## src/rtl/cpwm_pkg.sv

```systemverilog
`timescale 1ns/1ps
package cpwm_pkg;
  localparam int unsigned NUM_LEGS = 3;

  typedef enum logic {DIR_UP = 1'b0, DIR_DN = 1'b1} dir_e;

  typedef struct packed {
    logic top;
    logic bot;
  } gate_t;
endpackage

```

## src/rtl/cpwm_timebase.sv

```systemverilog
`timescale 1ns/1ps
module cpwm_timebase
  import cpwm_pkg::*;
#(
  parameter int unsigned CNT_W = 16,
  parameter int unsigned RLD_W = 2
) (
  input  logic             clk_i,
  input  logic             rst_ni,
  input  logic [CNT_W-1:0] mod_i,
  input  logic [RLD_W-1:0] rld_sel_i,
  input  logic             half_i,
  output logic [CNT_W-1:0] cnt_o,
  output logic             reload_o,
  output logic             sync_o
);
  logic [CNT_W-1:0] cnt_q;
  dir_e             dir_q;
  logic [RLD_W-1:0] opp_q;
  logic             start_evt, mid_evt, opp_evt;

  always_ff @(posedge clk_i or negedge rst_ni) begin
    if (!rst_ni) begin
      cnt_q <= '0;
      dir_q <= DIR_UP;
    end else if (dir_q == DIR_UP) begin
      if (cnt_q < mod_i) begin
        cnt_q <= cnt_q + 1'b1;
      end else if (cnt_q != '0) begin
        cnt_q <= cnt_q - 1'b1;
        dir_q <= (cnt_q > CNT_W'(1)) ? DIR_DN : DIR_UP;
      end
    end else begin
      if (cnt_q != '0) cnt_q <= cnt_q - 1'b1;
      dir_q <= (cnt_q > CNT_W'(1)) ? DIR_DN : DIR_UP;
    end
  end

  assign start_evt = (cnt_q == '0);
  assign mid_evt   = (dir_q == DIR_UP) && (cnt_q == mod_i) && (mod_i != '0);
  assign opp_evt   = start_evt || (half_i && mid_evt);

  // opportunity index modulo (rld_sel_i + 1)
  always_ff @(posedge clk_i or negedge rst_ni) begin
    if (!rst_ni) begin
      opp_q <= '0;
    end else if (opp_evt) begin
      opp_q <= (opp_q >= rld_sel_i) ? '0 : opp_q + 1'b1;
    end
  end

  assign reload_o = opp_evt && (opp_q == '0);
  assign sync_o   = reload_o && start_evt;
  assign cnt_o    = cnt_q;
endmodule

```

## src/rtl/cpwm_leg.sv

```systemverilog
`timescale 1ns/1ps
module cpwm_leg
  import cpwm_pkg::*;
#(
  parameter int unsigned CNT_W = 16,
  parameter int unsigned DT_W  = 8
) (
  input  logic             clk_i,
  input  logic             rst_ni,
  input  logic [CNT_W-1:0] cnt_i,
  input  logic [CNT_W-1:0] duty_i,
  input  logic [DT_W-1:0]  dead_i,
  input  logic             top_inv_i,
  input  logic             force_off_i,
  output gate_t            gate_o
);
  logic            raw;
  logic            cmd_q;
  logic [DT_W-1:0] held_q;
  logic            settled;

  assign raw = (cnt_i < duty_i);

  // held_q: clocks since cmd_q last changed, saturating
  always_ff @(posedge clk_i or negedge rst_ni) begin
    if (!rst_ni) begin
      cmd_q  <= 1'b0;
      held_q <= '0;
    end else begin
      cmd_q <= raw;
      if (raw != cmd_q)    held_q <= '0;
      else if (held_q != '1) held_q <= held_q + 1'b1;
    end
  end

  assign settled = (held_q >= dead_i);

  always_comb begin
    if (force_off_i) begin
      gate_o.top = top_inv_i;
      gate_o.bot = 1'b0;
    end else begin
      gate_o.top = (cmd_q && settled) ^ top_inv_i;
      gate_o.bot = !cmd_q && settled;
    end
  end
endmodule

```

## src/rtl/cpwm_fault.sv

```systemverilog
`timescale 1ns/1ps
module cpwm_fault #(
  parameter int unsigned FLT_LEN = 92
) (
  input  logic clk_i,
  input  logic rst_ni,
  input  logic fault_i,
  input  logic clr_i,
  output logic flag_o
);
  localparam int unsigned FC_W = $clog2(FLT_LEN + 1);
  localparam logic [FC_W-1:0] LAST = FC_W'(FLT_LEN - 1);

  logic [FC_W-1:0] run_q;
  logic            hit;
  logic            flag_q;

  assign hit = fault_i && (run_q == LAST);

  always_ff @(posedge clk_i or negedge rst_ni) begin
    if (!rst_ni) begin
      run_q  <= '0;
      flag_q <= 1'b0;
    end else begin
      if (!fault_i)          run_q <= '0;
      else if (run_q != LAST) run_q <= run_q + 1'b1;
      flag_q <= hit || (flag_q && !clr_i);
    end
  end

  assign flag_o = flag_q;
endmodule

```

## src/rtl/cpwm3_gen.sv

```systemverilog
`timescale 1ns/1ps
module cpwm3_gen
  import cpwm_pkg::*;
#(
  parameter int unsigned CNT_W   = 16,
  parameter int unsigned DT_W    = 8,
  parameter int unsigned RLD_W   = 2,
  parameter int unsigned FLT_LEN = 92
) (
  input  logic                      clk_i,
  input  logic                      rst_ni,
  input  logic [CNT_W-1:0]          mod_i,
  input  logic [NUM_LEGS*CNT_W-1:0] duty_i,
  input  logic [DT_W-1:0]           dead_i,
  input  logic [RLD_W-1:0]          rld_sel_i,
  input  logic                      half_i,
  input  logic                      ldok_i,
  input  logic [NUM_LEGS-1:0]       top_inv_i,
  input  logic                      fault_i,
  input  logic                      fault_clr_i,
  output logic [NUM_LEGS-1:0]       top_o,
  output logic [NUM_LEGS-1:0]       bot_o,
  output logic                      reload_o,
  output logic                      sync_o,
  output logic                      fault_o
);
  logic [CNT_W-1:0] cnt;
  logic             reload;
  logic             ldok_q, loaded_q, xfer;
  logic             flag;

  cpwm_timebase #(.CNT_W(CNT_W), .RLD_W(RLD_W)) u_tb (
    .clk_i     (clk_i),
    .rst_ni    (rst_ni),
    .mod_i     (mod_i),
    .rld_sel_i (rld_sel_i),
    .half_i    (half_i),
    .cnt_o     (cnt),
    .reload_o  (reload),
    .sync_o    (sync_o)
  );

  cpwm_fault #(.FLT_LEN(FLT_LEN)) u_flt (
    .clk_i   (clk_i),
    .rst_ni  (rst_ni),
    .fault_i (fault_i),
    .clr_i   (fault_clr_i),
    .flag_o  (flag)
  );

  assign xfer = reload && ldok_q;

  // a new request in the transfer cycle stays pending
  always_ff @(posedge clk_i or negedge rst_ni) begin
    if (!rst_ni) begin
      ldok_q   <= 1'b0;
      loaded_q <= 1'b0;
    end else begin
      if (ldok_i)    ldok_q <= 1'b1;
      else if (xfer) ldok_q <= 1'b0;
      if (xfer) loaded_q <= 1'b1;
    end
  end

  for (genvar l = 0; l < NUM_LEGS; l++) begin : g_leg
    logic [CNT_W-1:0] duty_q;
    logic [CNT_W-1:0] duty_eff;
    gate_t            gate;

    always_ff @(posedge clk_i or negedge rst_ni) begin
      if (!rst_ni)   duty_q <= '0;
      else if (xfer) duty_q <= duty_i[l*CNT_W +: CNT_W];
    end

    // half-modulus until the first commit: zero line-to-line voltage
    assign duty_eff = loaded_q ? duty_q : (mod_i >> 1);

    cpwm_leg #(.CNT_W(CNT_W), .DT_W(DT_W)) u_leg (
      .clk_i       (clk_i),
      .rst_ni      (rst_ni),
      .cnt_i       (cnt),
      .duty_i      (duty_eff),
      .dead_i      (dead_i),
      .top_inv_i   (top_inv_i[l]),
      .force_off_i (flag),
      .gate_o      (gate)
    );

    assign top_o[l] = gate.top;
    assign bot_o[l] = gate.bot;
  end

  assign reload_o = reload;
  assign fault_o  = flag;
endmodule

```

## config.mk

```make
export PLATFORM = sky130hd
export DESIGN_NAME = cpwm3_gen
export DESIGN_NICKNAME = d
export VERILOG_FILES = /design/src/rtl/cpwm_pkg.sv /design/src/rtl/cpwm_timebase.sv /design/src/rtl/cpwm_leg.sv /design/src/rtl/cpwm_fault.sv /design/src/rtl/cpwm3_gen.sv
export SDC_FILE = /design/constraint.sdc
export NUM_CORES = 1
export LEC_CHECK = 0
export ABC_AREA = 0
export CAP_MARGIN = 10
export CORE_AREA = 2 2 137 139
export DETAILED_ROUTE_END_ITERATION = 12
export DIE_AREA = 0 0 139 141
export DONT_BUFFER_PORTS = 1
export GPL_TIMING_DRIVEN = 0
export SYNTH_ARGS = -nofsm -noshare
export SYNTH_HDL_FRONTEND = slang
export SYNTH_SLANG_ARGS = --single-unit
```

## constraint.sdc

```tcl
create_clock -name clk_i -period 2.9 [get_ports clk_i]
set_input_delay 0.725 -clock clk_i [delete_from_list [all_inputs] [get_ports clk_i]]
set_output_delay 0.725 -clock clk_i [all_outputs]
set_load 0.005 [all_outputs]
```

# --- After elaboration in Yosys (flattened, before gate mapping) ---
# Cells that the tools add are included.
word_totals:
  register_bits: 104
  elab_cells: 98
classes:
  addsub: 7
  order_cmp: 9
  eq_ne: 10
  muxes: 24
  bitwise: 4
  reduce_logical: 28
op_table:
  columns: ["operator", "n"]
  rows:
  - ["$mux 16", 6]
  - ["$lt 16x16->1", 4]
  - ["$mux 8", 6]
  - ["$reduce_bool 16->1", 2]
  - ["$add 8x1->8 const B", 3]
  - ["$ge 8x8->1", 3]
  - ["$ne 8x8->1 const B", 3]
  - ["$add 16x1->16 const B", 1]
  - ["$eq 16x16->1", 1]
  - ["$gt 16x1->1 const B", 1]
  - ["$logic_not 16->1", 1]
  - ["$sub 16x1->16 const B", 1]
  - ["$logic_and 1x1->1", 14]
  - ["$mux 7", 2]
  - ["$mux 2", 4]
  - ["$reduce_bool 2->1", 4]
  - ["$add 7x1->7 const B", 1]
  - ["$eq 7x7->1 const B", 1]
  - ["$ne 7x7->1 const B", 1]
  - ["$mux 1", 6]
  - ["$logic_not 1->1", 4]
  - ["$ne 1x1->1", 3]
  - ["$xor 1x1->1", 3]
  - ["$add 2x1->2 const B", 1]
  - ["other kinds (5)", 6]

# --- Longest topological paths before layout ---
# Gate-level depths: netlist (run 1).
logic_depth:
  depth_word: 9
  mapped_depth: 12
  depth_no_buf: 11

# --- By module ---
# From an unflattened synthesis (run 1), not the netlist that was laid out.
unflattened:
  hier_cells: 837
  area_unflattened_um2: 7937.6
by_module_without_submodules:
  columns: ["mod", "n_inst", "cells_each", "area_each_um2", "seq_area_each_um2"]
  rows:
  - ["cpwm3_gen", 1, 222, 2369.8, 1251.2]
  - ["cpwm_leg (g_leg[0].u_leg ...)", 2, 126, 1119.8, 225.2]
  - ["cpwm_timebase", 1, 198, 1779.2, 475.5]
  - ["cpwm_leg (g_leg[1].u_leg)", 1, 126, 1151.1, 225.2]
  - ["cpwm_fault", 1, 39, 397.9, 200.2]

# --- Worst setup path before layout (run 1) ---
# No wires, ideal clock.
synth_timing:
  path_kind: "input -> register"
  from: "in mod_i[15]"
  to: "reg u_tb.cnt_q[10] (netlist: u_tb.cnt_o[10])"
  t_arrival_ns: 2.812
  t_required_ns: 2.821
  path_slack_ns: 0.009
  path_stages: 11
  n_path_buf: 2
  path_cell_list: "inv_1 > ha_1 > a211o_1 > a211oi_1 > o21ai_0 > o22a_1 > or2_2 > buf_2 > buf_2 > o22ai_1 > xor2_1"
synth_between:
  elab_chain_cells: 3
synth_lines:
  columns: ["element", "line_no", "source"]
  rows:
  - ["start, declared", "cpwm3_gen.sv:12", "input logic [CNT_W-1:0] mod_i,"]
  - ["$lt 16x16->1", "cpwm_timebase.sv:27", "if (cnt_q < mod_i) begin"]
  - ["$mux 16", "cpwm_timebase.sv:27", null]
  - ["$mux 16", "cpwm_timebase.sv:26", "end else if (dir_q == DIR_UP) begin"]
  - ["end signal, assigned", "cpwm_timebase.sv:28", "cnt_q <= cnt_q + 1'b1;"]
  - ["end signal, assigned", "cpwm_timebase.sv:30", "cnt_q <= cnt_q - 1'b1;"]
  - ["end signal, assigned", "cpwm_timebase.sv:34", "if (cnt_q != '0) cnt_q <= cnt_q - 1'b1;"]
  - ["end, declared", "cpwm_timebase.sv:17", "logic [CNT_W-1:0] cnt_q;"]
# No other way between the ends.
# A chain may end at the register's enable or synchronous reset.

# --- Final worst setup path (run 1) ---
layout_timing:
  from: "reg u_tb.cnt_q[7] (netlist: u_tb.cnt_o[7])"
  to: "out reload_o"
layout_between:
  elab_chain_cells: 6
  elab_cells_between_ends: 7
layout_lines:
  columns: ["element", "line_no", "source"]
  rows:
  - ["$eq 16x16->1", "cpwm_timebase.sv:40", "assign mid_evt = (dir_q == DIR_UP) && (cnt_q == mod_i) && (mod_i != '0);"]
  - ["$logic_and 1x1->1 (2 in series)", "cpwm_timebase.sv:40", null]
  - ["$logic_and 1x1->1", "cpwm_timebase.sv:41", "assign opp_evt = start_evt || (half_i && mid_evt);"]
  - ["$logic_or 1x1->1 *", "cpwm_timebase.sv:41", null]
  - ["$logic_and 1x1->1 *", "cpwm_timebase.sv:52", "assign reload_o = opp_evt && (opp_q == '0);"]
  - ["end, declared", "cpwm3_gen.sv:23", "output logic reload_o,"]
# Every way passes the cells marked *; elsewhere a longest branch is shown, timed or not.

==> metrics, run 1 <==
Required @ worst endpoint roughly 2200 ps; core region area between 0.015 and 0.02 sq mm; fin crit share 98.1%; Tmin final around 2800 ps; top-count cell post-synth dfrtp_1; drt via density 5.47; die height 141 microns; switching pwr about 1.5 mW; GRT Total Usage about 18%; worst IR drop on VDD around 0.38 mV; Worst-Margin Slew ~580 ps; clk sink count around 100; asr flop ratio synth between 90% and 100%; max cap viols 0; # diodes 0; number of synthesized flops with an enable pin 0; Reg2Reg Capture Point u_tb.cnt_o[10]; WP buf/inv 0; compound-gate portion of the synthesized area about an eighth; GPL Wtd Cong 0.880; family with the most delay on the worst path simple AND/OR/NAND/NOR gates; CTS Buffer Depth 2; main area contributors after synthesis dfrtp_1 37%, ha_1 17%, mux2_2 6.7%; RR Startpoint u_tb.cnt_o[15]; CP Launch Type flip-flop; DRC errors left 0; clock share of power 29.1%; top-area cell type share of the netlist area 36.6%; full die area roughly 0.020 sq mm; post-synthesis sequential area ratio a little over a third; slowest cell delay on critical path 500 ps; worst-path fanout max 9; PwrDens ~530 mW/mm^2; Worst-Skew Late Latency 360 ps; I/O pin total 92; vias ~5400; largest net degree at the start of global routing 105; main combinational cell family by area after synthesis adder cells; sequential share of power 41.7%; critical path endpoint category primary output; syn_nets 900; HPWL after DPL about 13 mm; WL per Instance between 15 and 20 microns; total internal power 2.73 mW; Die W ~140 microns; CP startpoint u_tb.cnt_o[7]; Final #Nets approximately 920; setup TNS 0 ps; FF-to-FF path depth 10; Logic pwr share between 20 and 30%; xor and xnor fraction of the mapped netlist area 3.95%; synthesized flop and latch total approximately 100; WHS 66.0 ps; Slew headroom 61.0%; Total Wirelength 17.8 mm; Mapped Avg Cell Area around 9.8 sq um; Yosys cell types 54; final core occ 43.6%; Post-CTS Hold Fix Bufs 0; fmax 352 MHz; cell count after synthesis just over 700; critical path arrival between 2000 and 2500 ps; grt ovf 0; area added between synthesis and finish 12.0%; row count 50; simple-gate portion of the synthesized area about 16%; crit path kind reg -> out; worst hold path class in -> async; leakage power total 3.86 nW; Pre-Repair DR Iteration Count 4; Sw Ratio 35.2%; vias in the first global route 5190; most frequent cells after synthesis 104 x dfrtp_1, 96 x ha_1, 74 x a21oi_1; Initial Utilization 38.9%; Finish-stage setup viols 0; CTS buffer count 9; crit-path cells ha_1 -> nand4_1 -> nor4_1 -> a31oi_1 -> nor2b_1; post-synthesis mux area share 10.5%; cell taking the most area after synthesis dfrtp_1; PortBufs 0; final hold vios 0; post-route ant nets 0; Layout Skew around 12 ps; H-tree depth 3; first-pass GRT wire length between 20 and 30 mm; CTS clk-pin slew, worst paths 80 ps; synth warn 0; share of layout cells above drive strength 1 approximately 18%; Primary FF master, synth dfrtp_1; Cell Area, Synth 0.00710 sq mm; Max Slew Vio Count 0; outcome completed; initial antenna violation count 0; CTS tree yes; clk root buf clkbuf_16; critical path's slowest cell dfrtp_2; initial detailed-routing violation count 240; setup slack, reg-to-reg 100 ps; Adder-Cell Fraction of Synth Area around 17%
cells in the final DEF, fill, tap and decap left out, types with 3 or more instances in the layout:
master / n
nor2b_1: 7
nor3_2: 5
buf_2: 3
mux2_2: 42
xor2_1: 16
clkbuf_1: 3
inv_1: 38
buf_4: 15
a21o_1: 20
nand4_1: 14
xnor2_1: 13
inv_8: 3
nand2b_1: 10
and4_1: 3
nor4_1: 8
ha_1: 96
nand3_1: 31
clkbuf_16: 9
a21oi_1: 72
nand2_1: 33
mux2i_1: 14
a31oi_1: 5
buf_6: 3
dfrtp_1: 91
mux2_4: 9
and3_1: 19
a211oi_1: 3
nor3_1: 8
dfrtp_2: 13
nor2_1: 57
nor2_2: 3
o21ai_0: 22
power by group through the flow:
stage	clock (mW)	sequential, mW	combinational, mW
4_1_cts	1.27	1.77	1.14
3_5_place_dp	0	1.80	1.09
3_3_place_gp	0	1.81	1.07
6_report	1.23	1.76	1.23
2_1_floorplan	0	1.71	0.870
5_1_grt	1.32	1.78	1.40
cell families (layout without fill, tap and decap cells):
group | after synthesis | in the layout
mux | 65 | 65
buf+inv | 58 | 85
simple gates | 216 | 216
xor+xnor | 32 | 32
flops | 104 | 104
fa+ha+maj | 96 | 96
compound gates | 150 | 150
stage by stage:
step | total power [mW] | std cells | instance area (sq um) | setup slack, ps
floorplan | 2.58 | 721 | 7100 | 8.64
global placement | 2.87 | 955 | 7390 | -394
detailed placement | 2.89 | 955 | 7390 | -419
CTS | 4.18 | 972 | 7780 | 3.49
global route | 4.50 | 982 | 7960 | -5.04
finish | 4.22 | 982 | 7960 | 55.9
timing repair:
action	in CTS	in global routing
pin swaps	3	6
buffers inserted	1	11
hold endpoints to repair	0	0
endpoints found under the setup margin	35	47
gates resized for setup	22	32
worst max-delay path by stage:
stage	end	cells past startpoint
2_1_floorplan	u_tb.cnt_o[10]	11
3_3_place_gp	g_leg[2].u_leg.held_q[7]	11
3_5_place_dp	g_leg[2].u_leg.held_q[7]	11
4_1_cts	u_tb.cnt_o[10]	10
5_1_grt	u_tb.cnt_o[10]	10
6_report	reload_o	5
flip-flops by register name, summed over array words and instances, names as in the netlist, 2 cells and up:
register            flops
g_leg.duty_q           48
g_leg.u_leg.held_q     24
u_tb.cnt_o             16
u_flt.run_q             7
g_leg.u_leg.cmd_q       3
u_tb.opp_q              2
routing by layer:
layer	part of all wire, %	track usage (%)	vias to the layer above
li1	-	-	2657
met1	46	24.7	2553
met2	46	29.0	144
met3	6.0	4.18	18
met4	1.8	5.58	0
met5	0	0	-
area by class of cell:
cell class / count / area (sq um)
inverter: 40 / 150
clock buffer: 9 / 225
sequential: 104 / 2620
multi-input combinational: 559 / 4390
buffer: 17 / 123
fill: 1768 / 10300
timing repair buffer: 12 / 90.1
clock inverter: 7 / 68.8
tap: 234 / 293
No activity file was read; power rests on OpenSTA's default activity.
==> inputs of run 2 (changes only) <==
--- a/config.mk
+++ b/config.mk
@@ -7,11 +7,12 @@
 export LEC_CHECK = 0
 export ABC_AREA = 0
 export CAP_MARGIN = 10
-export CORE_AREA = 2 2 137 139
+export CORE_AREA = 2 2 144 146
 export DETAILED_ROUTE_END_ITERATION = 12
-export DIE_AREA = 0 0 139 141
+export DIE_AREA = 0 0 146 148
 export DONT_BUFFER_PORTS = 1
 export GPL_TIMING_DRIVEN = 0
 export SYNTH_ARGS = -nofsm -noshare
 export SYNTH_HDL_FRONTEND = slang
+export SYNTH_HIERARCHICAL = 1
 export SYNTH_SLANG_ARGS = --single-unit
==> metrics, run 2 <==
outcome completed; core region area 0.0200 sq mm (+9.7%); Die W 146 microns (+5.0%); worst IR drop on VDD 0.284 mV (-26%); syn_nets 1016 (+13%); Logic pwr share 24.7% (-4.5 points); Yosys cell types 66 (+22%); Worst-Margin Slew 580 ps (-4.39 ps); worst hold path class in -> async; Slew headroom 61.0% (about the same); crit-path cells buf_6 -> or3_4 -> nor4_4 -> nand3_2 -> buf_6 -> a21oi_4; I/O pin total 92 (unchanged); total internal power 2.62 mW (-4.1%); clock share of power 30.8% (+1.7 points); crit path kind reg -> out; Cell Area, Synth 0.00794 sq mm (+12%); worst-path fanout max 8 (-1); GRT Total Usage 18.5% (+0.27 points); H-tree depth 3 (unchanged); Post-CTS Hold Fix Bufs 0 (unchanged); Top reg by flops g_leg.duty_q; DRC errors left 0 (unchanged); Sw Ratio 31.2% (-4.1 points); grt ovf 0 (unchanged); asr flop ratio synth 100% (unchanged); fmax 357 MHz (+1.5%); switching pwr 1.19 mW (-20%); PwrDens 429 mW/mm^2 (-19%); GPL Wtd Cong 0.880 (about the same); main area contributors after synthesis dfrtp_1 33%, ha_1 15%, nand2_1 5.9%; vias 6012 (+12%); Final #Nets 1050 (+14%); slowest cell delay on critical path 410 ps (-90 ps); commonest non-fill, non-tap cell in the layout nand2_1; WP buf/inv 2 (+2); largest net degree at the start of global routing 105 (unchanged); Pre-Repair DR Iteration Count 4 (unchanged); vias in the first global route 5876 (+13%); Primary FF master, synth dfrtp_1; Max Slew Vio Count 0 (unchanged); share of layout cells above drive strength 1 18.7% (+0.54 points); cell count after synthesis 837 (+16%); Mapped Avg Cell Area 9.48 sq um (-3.7%); Fillers 1983 (+12%); top-count cell post-synth nand2_1; Layout Cells excl Fill 1147 (+17%); die height 148 microns (+5.0%); CTS tree yes; Layout Skew 8.03 ps (-4.15 ps); RR Startpoint loaded_q; most used cell, CP buf_6; CTS clk-pin slew, worst paths 70 ps (about the same); critical path endpoint category primary output; critical path arrival 2080 ps (-40 ps); clk root buf clkbuf_16; Worst-Skew Late Latency 360 ps (about the same); first-pass GRT wire length 31.5 mm (+12%); full die area 0.0216 sq mm (+10%); Finish-stage setup viols 0 (unchanged); Total Wirelength 19.4 mm (+8.6%); Tmin final 2800 ps (-40.9 ps); placed inst area 0.00828 sq mm (+12%); initial detailed-routing violation count 319 (+33%); number of synthesized flops with an enable pin 0 (unchanged); post-route ant nets 0 (unchanged); Initial Utilization 39.6% (+0.73 points); final hold vios 0 (unchanged); area added between synthesis and finish 11.9%; family with the most delay on the worst path simple AND/OR/NAND/NOR gates; cell taking the most area after synthesis dfrtp_1; post-synthesis sequential area ratio 32.8% (-3.9 points); CP startpoint u_tb/cnt_o[2]; CP Launch Type flip-flop; leakage power total 4.36 nW (+13%); Required @ worst endpoint 2170 ps (about the same); WL per Instance 16.9 microns (-7.0%); setup TNS 0 ps (unchanged); synth warn 6 (+6); PortBufs 0 (unchanged); most frequent cells in the layout 124 x nand2_1, 103 x inv_1, 96 x ha_1; synthesized flop and latch total 104 (unchanged); max cap viols 0 (unchanged); sequential share of power 44.4% (+2.7 points); max reg flops 48 (unchanged); row count 52 (+4.0%); HPWL after DPL 14.9 mm (+10%); initial antenna violation count 2 (+2); CTS Buffer Depth 2 (unchanged); fin crit share 96.7% (-1.4 points); drt via density 5.24 (-4.2%); placed cells 1107 (+16%); Final Cell Area 0.00888 sq mm (+12%); CTS buffer count 9 (unchanged); top-area cell type share of the netlist area 32.8% (-3.9 points); clk sink count 104 (unchanged); most frequent cells after synthesis 124 x nand2_1, 104 x dfrtp_1, 103 x inv_1; critical path's slowest cell dfrtp_2
run 2: cell types whose count changed after synthesis, sizes merged, moves of 10 or more:
cell    delta
a21o      -14
a21oi     -47
inv       +63
nand2     +91
nand2b    +15
nor2      -33
nor3      +15
nor4      +11
xor2      -10
run 2: metal layers:
metal | up-vias | global-route usage, % | wire length [microns]
li1 | 3002 | - | -
met1 | 2874 | 25.5 | 9150
met2 | 117 | 29.5 | 9060
met3 | 17 | 4.51 | 916
met4 | 2 | 3.93 | 231
met5 | - | 0 | 13
run 2: power groups by stage:
stage          Sequential (mW)  Clock (mW)  Combinational, mW
3_3_place_gp              1.75           0              0.773
3_5_place_dp              1.75           0              0.787
5_1_grt                   1.71        1.29               1.07
2_1_floorplan             1.68           0              0.666
6_report                  1.69        1.17              0.943
4_1_cts                   1.72        1.22              0.815
run 2: stage by stage:
step	utilization [%]	hold WS, ps	setup WS (ps)	total power [mW]
floorplan	-	429	208	2.34
global placement	41.3	432	-370	2.52
detailed placement	41.3	432	-388	2.53
CTS	43.4	45.7	1.41	3.76
global route	44.3	38.9	-7.23	4.07
finish	44.3	64.8	96.8	3.81
run 2: cells by family (layout without fill, tap and decap cells):
kind of cell | after synthesis | after routing | share of synthesized area (%)
adder cells (fa/ha/maj) | 96 | 96 | 15.1
XOR/XNOR | 23 | 23 | 2.54
flip-flops | 104 | 104 | 32.8
AND/OR/NAND/NOR | 312 | 312 | 20.9
AO/OA/AOI/OAI | 110 | 110 | 12.1
other | 0 | 1 | 0
buffers and inverters | 122 | 161 | 6.49
multiplexers | 70 | 70 | 10.0
run 2: repair_timing:
item                                    CTS  global route
gates resized for setup                  24            22
pin swaps                                 4            13
buffers inserted                          8            18
endpoints found under the setup margin   75            36
run 2: final cells by class:
| cell class | instances | area (sq um) | share of cell area, % |
|---|---|---|---|
| Antenna cell | 1 | 2.50 | 0.0282 |
| Buffer | 16 | 146 | 1.65 |
| Clock buffer | 14 | 264 | 2.97 |
| Clock inverter | 2 | 13.8 | 0.155 |
| Inverter | 104 | 390 | 4.40 |
| Multi-Input combinational cell | 611 | 4920 | 55.4 |
| Sequential cell | 104 | 2620 | 29.5 |
| Tap cell | 270 | 338 | 3.80 |
| Timing Repair Buffer | 25 | 188 | 2.11 |
run 2: worst paths after layout:
path                                       endpoint  slack (ps)  cells after the start
setup reg to reg           g_leg[2].u_leg/held_q[4]         110                     12
hold reg to reg                              ldok_q         480                      1
min in group clk_i                           ldok_q         460                      1
hold / removal                   g_leg[2].duty_q[2]          60                      0
max in group asynchronous             u_tb/cnt_o[8]        2620                      0
setup / recovery                           reload_o         100                      6
==> inputs of run 3 (changes only) <==
--- a/config.mk
+++ b/config.mk
@@ -12,6 +12,7 @@
 export DIE_AREA = 0 0 146 148
 export DONT_BUFFER_PORTS = 1
 export GPL_TIMING_DRIVEN = 0
+export SETUP_SLACK_MARGIN = 0.15
 export SYNTH_ARGS = -nofsm -noshare
 export SYNTH_HDL_FRONTEND = slang
 export SYNTH_HIERARCHICAL = 1
==> metrics, run 3 (synthesis results as in run 2) <==
first-pass GRT wire length 31.8 mm (+0.96%); family with the most delay on the worst path simple AND/OR/NAND/NOR gates; largest net degree at the start of global routing 105 (unchanged); Initial Utilization 39.6% (unchanged); WHS 62.2 ps (-2.66 ps); initial antenna violation count 2 (unchanged); GRT Total Usage 18.7% (+0.23 points); Finish-stage setup viols 0 (unchanged); Top reg by flops g_leg.duty_q; core region area 0.0200 sq mm (unchanged); Die W 146 microns (unchanged); DRC errors left 0 (unchanged); worst-path fanout max 3 (-5); leakage power total 4.52 nW (+3.7%); Max Slew Vio Count 0 (unchanged); outcome completed; critical path's slowest cell dfrtp_2; met1 WL 9.37 mm (+2.4%); setup TNS 0 ps (unchanged); vias in the first global route 5966 (+1.5%); PortBufs 0 (unchanged); Required @ worst endpoint 2170 ps (about the same); grt ovf 0 (unchanged); Final #Nets 1069 (+1.8%); CP Depth 6 (unchanged); RSZ-0062 raised after global routing true; CTS clk-pin slew, worst paths 70 ps (about the same); max cap viols 0 (unchanged); critical path arrival 2070 ps (about the same); clk root buf clkbuf_16; slowest cell delay on critical path 420 ps (about the same); total power 3.82 mW (+0.18%); commonest non-fill, non-tap cell in the layout nand2_1; met3 wire length 940 microns (+2.6%); setup ws final 102 ps (+4.75 ps); area added between synthesis and finish 18.8%; final hold vios 0 (unchanged); share of layout cells above drive strength 1 24.7% (+6.0 points); CTS buffer count 9 (unchanged); WP buf/inv 1 (-1); top routing layer used met5; Tmin final 2800 ps (-4.75 ps); Place WS -388 ps (unchanged); crit-path cells buf_6 -> ha_4 -> nand4_1 -> nor4_4 -> nand3_2 -> a21oi_4; drt via density 5.20 (-0.75%); H-tree depth 3 (unchanged); worst hold path class in -> async; fmax 357 MHz (+0.17%); row count 52 (unchanged); I/O pin total 92 (unchanged); Worst-Skew Late Latency 360 ps (about the same); Worst-Margin Slew 542 ps (-38.2 ps); PwrDens 405 mW/mm^2 (-5.6%); full die area 0.0216 sq mm (unchanged); die height 148 microns (unchanged); critical path endpoint category primary output; metal2 WL 9.59 mm (+5.9%); worst IR drop on VDD 0.278 mV (-2.1%); Layout Cells excl Fill 1166 (+1.7%); CTS tree yes; crit path kind reg -> out; Layout Skew 7.22 ps (-0.805 ps); Total Wirelength 20.2 mm (+4.3%); FF-to-FF path depth 10 (-2); Slew headroom 63.6% (+2.6 points); fin crit share 96.5% (-0.16 points); HPWL after DPL 14.9 mm (unchanged); clk sink count 104 (unchanged); vias 6066 (+0.90%); GPL Wtd Cong 0.880 (unchanged); placed cells 1107 (unchanged); most frequent cells in the layout 121 x nand2_1, 94 x inv_1, 91 x dfrtp_1; CTS Buffer Depth 2 (unchanged); Pre-Repair DR Iteration Count 5 (+1); WL per Instance 17.3 microns (+2.6%); post-route ant nets 0 (unchanged); max reg flops 48 (unchanged); initial detailed-routing violation count 311 (-2.5%); CP Launch Type flip-flop; Post-CTS Hold Fix Bufs 0 (unchanged)
==> run 3: cell types whose count changed in the layout (fill, tap and decap cells not counted), sizes merged <==
| cell | change |
|---|---|
| clkbuf | +4 |
| buf | +15 |
==> run 3: cell type report <==
cell class | count | area (sq um)
Antenna cell | 1 | 2.50
Inverter | 104 | 390
Buffer | 18 | 196
Sequential cell | 104 | 2620
Tap cell | 270 | 338
Clock buffer | 14 | 264
Multi-Input combinational cell | 611 | 5180
Timing Repair Buffer | 42 | 420
Fill cell | 1914 | 10600
Clock inverter | 2 | 13.8
==> run 3: what timing repair did <==
item / in CTS / in global routing
buffers inserted: 19 / 20
gates cloned: 0 / 3
pin swaps: 16 / 42
endpoints found under the setup margin: 79 / 66
endpoints found under the hold margin: 0 / 0
gates resized for setup: 43 / 63
==> run 3: final timing paths <==
kind	start	to	slack, ps
min in group clk_i	ldok_i	ldok_q	460
max	u_tb/cnt_o[8]	reload_o	100
min	rst_ni	g_leg[2].duty_q[2]	60
min reg2reg	ldok_q	ldok_q	480
max in group asynchronous	rst_ni	u_tb/cnt_o[8]	2620
max reg2reg	u_tb/cnt_o[8]	g_leg[1].duty_q[6]	210
==> run 3: power breakdown <==
| part | switching, mW | total (mW) | leakage [nW] | internal, mW |
|---|---|---|---|---|
| Clock | 0.547 | 1.18 | 0.137 | 0.632 |
| Sequential | 0.188 | 1.73 | 1.37 | 1.54 |
| Combinational | 0.478 | 0.913 | 3.01 | 0.435 |
| Total | 1.21 | 3.82 | 4.52 | 2.60 |
==> run 3: per-layer routing <==
layer	global-route usage (%)	vias up
met5	0	-
met4	4.47	2
met3	4.57	23
met2	30.1	114
met1	25.5	2891
li1	-	3036
==> run 3: metrics by stage <==
step                      cell area [sq um]  utilization [%]
after floorplan                        7940                -
after global placement                 8280             41.3
after detailed placement               8280             41.3
after CTS                              8860             44.2
after global routing                   9430             47.0
final                                  9430             47.0
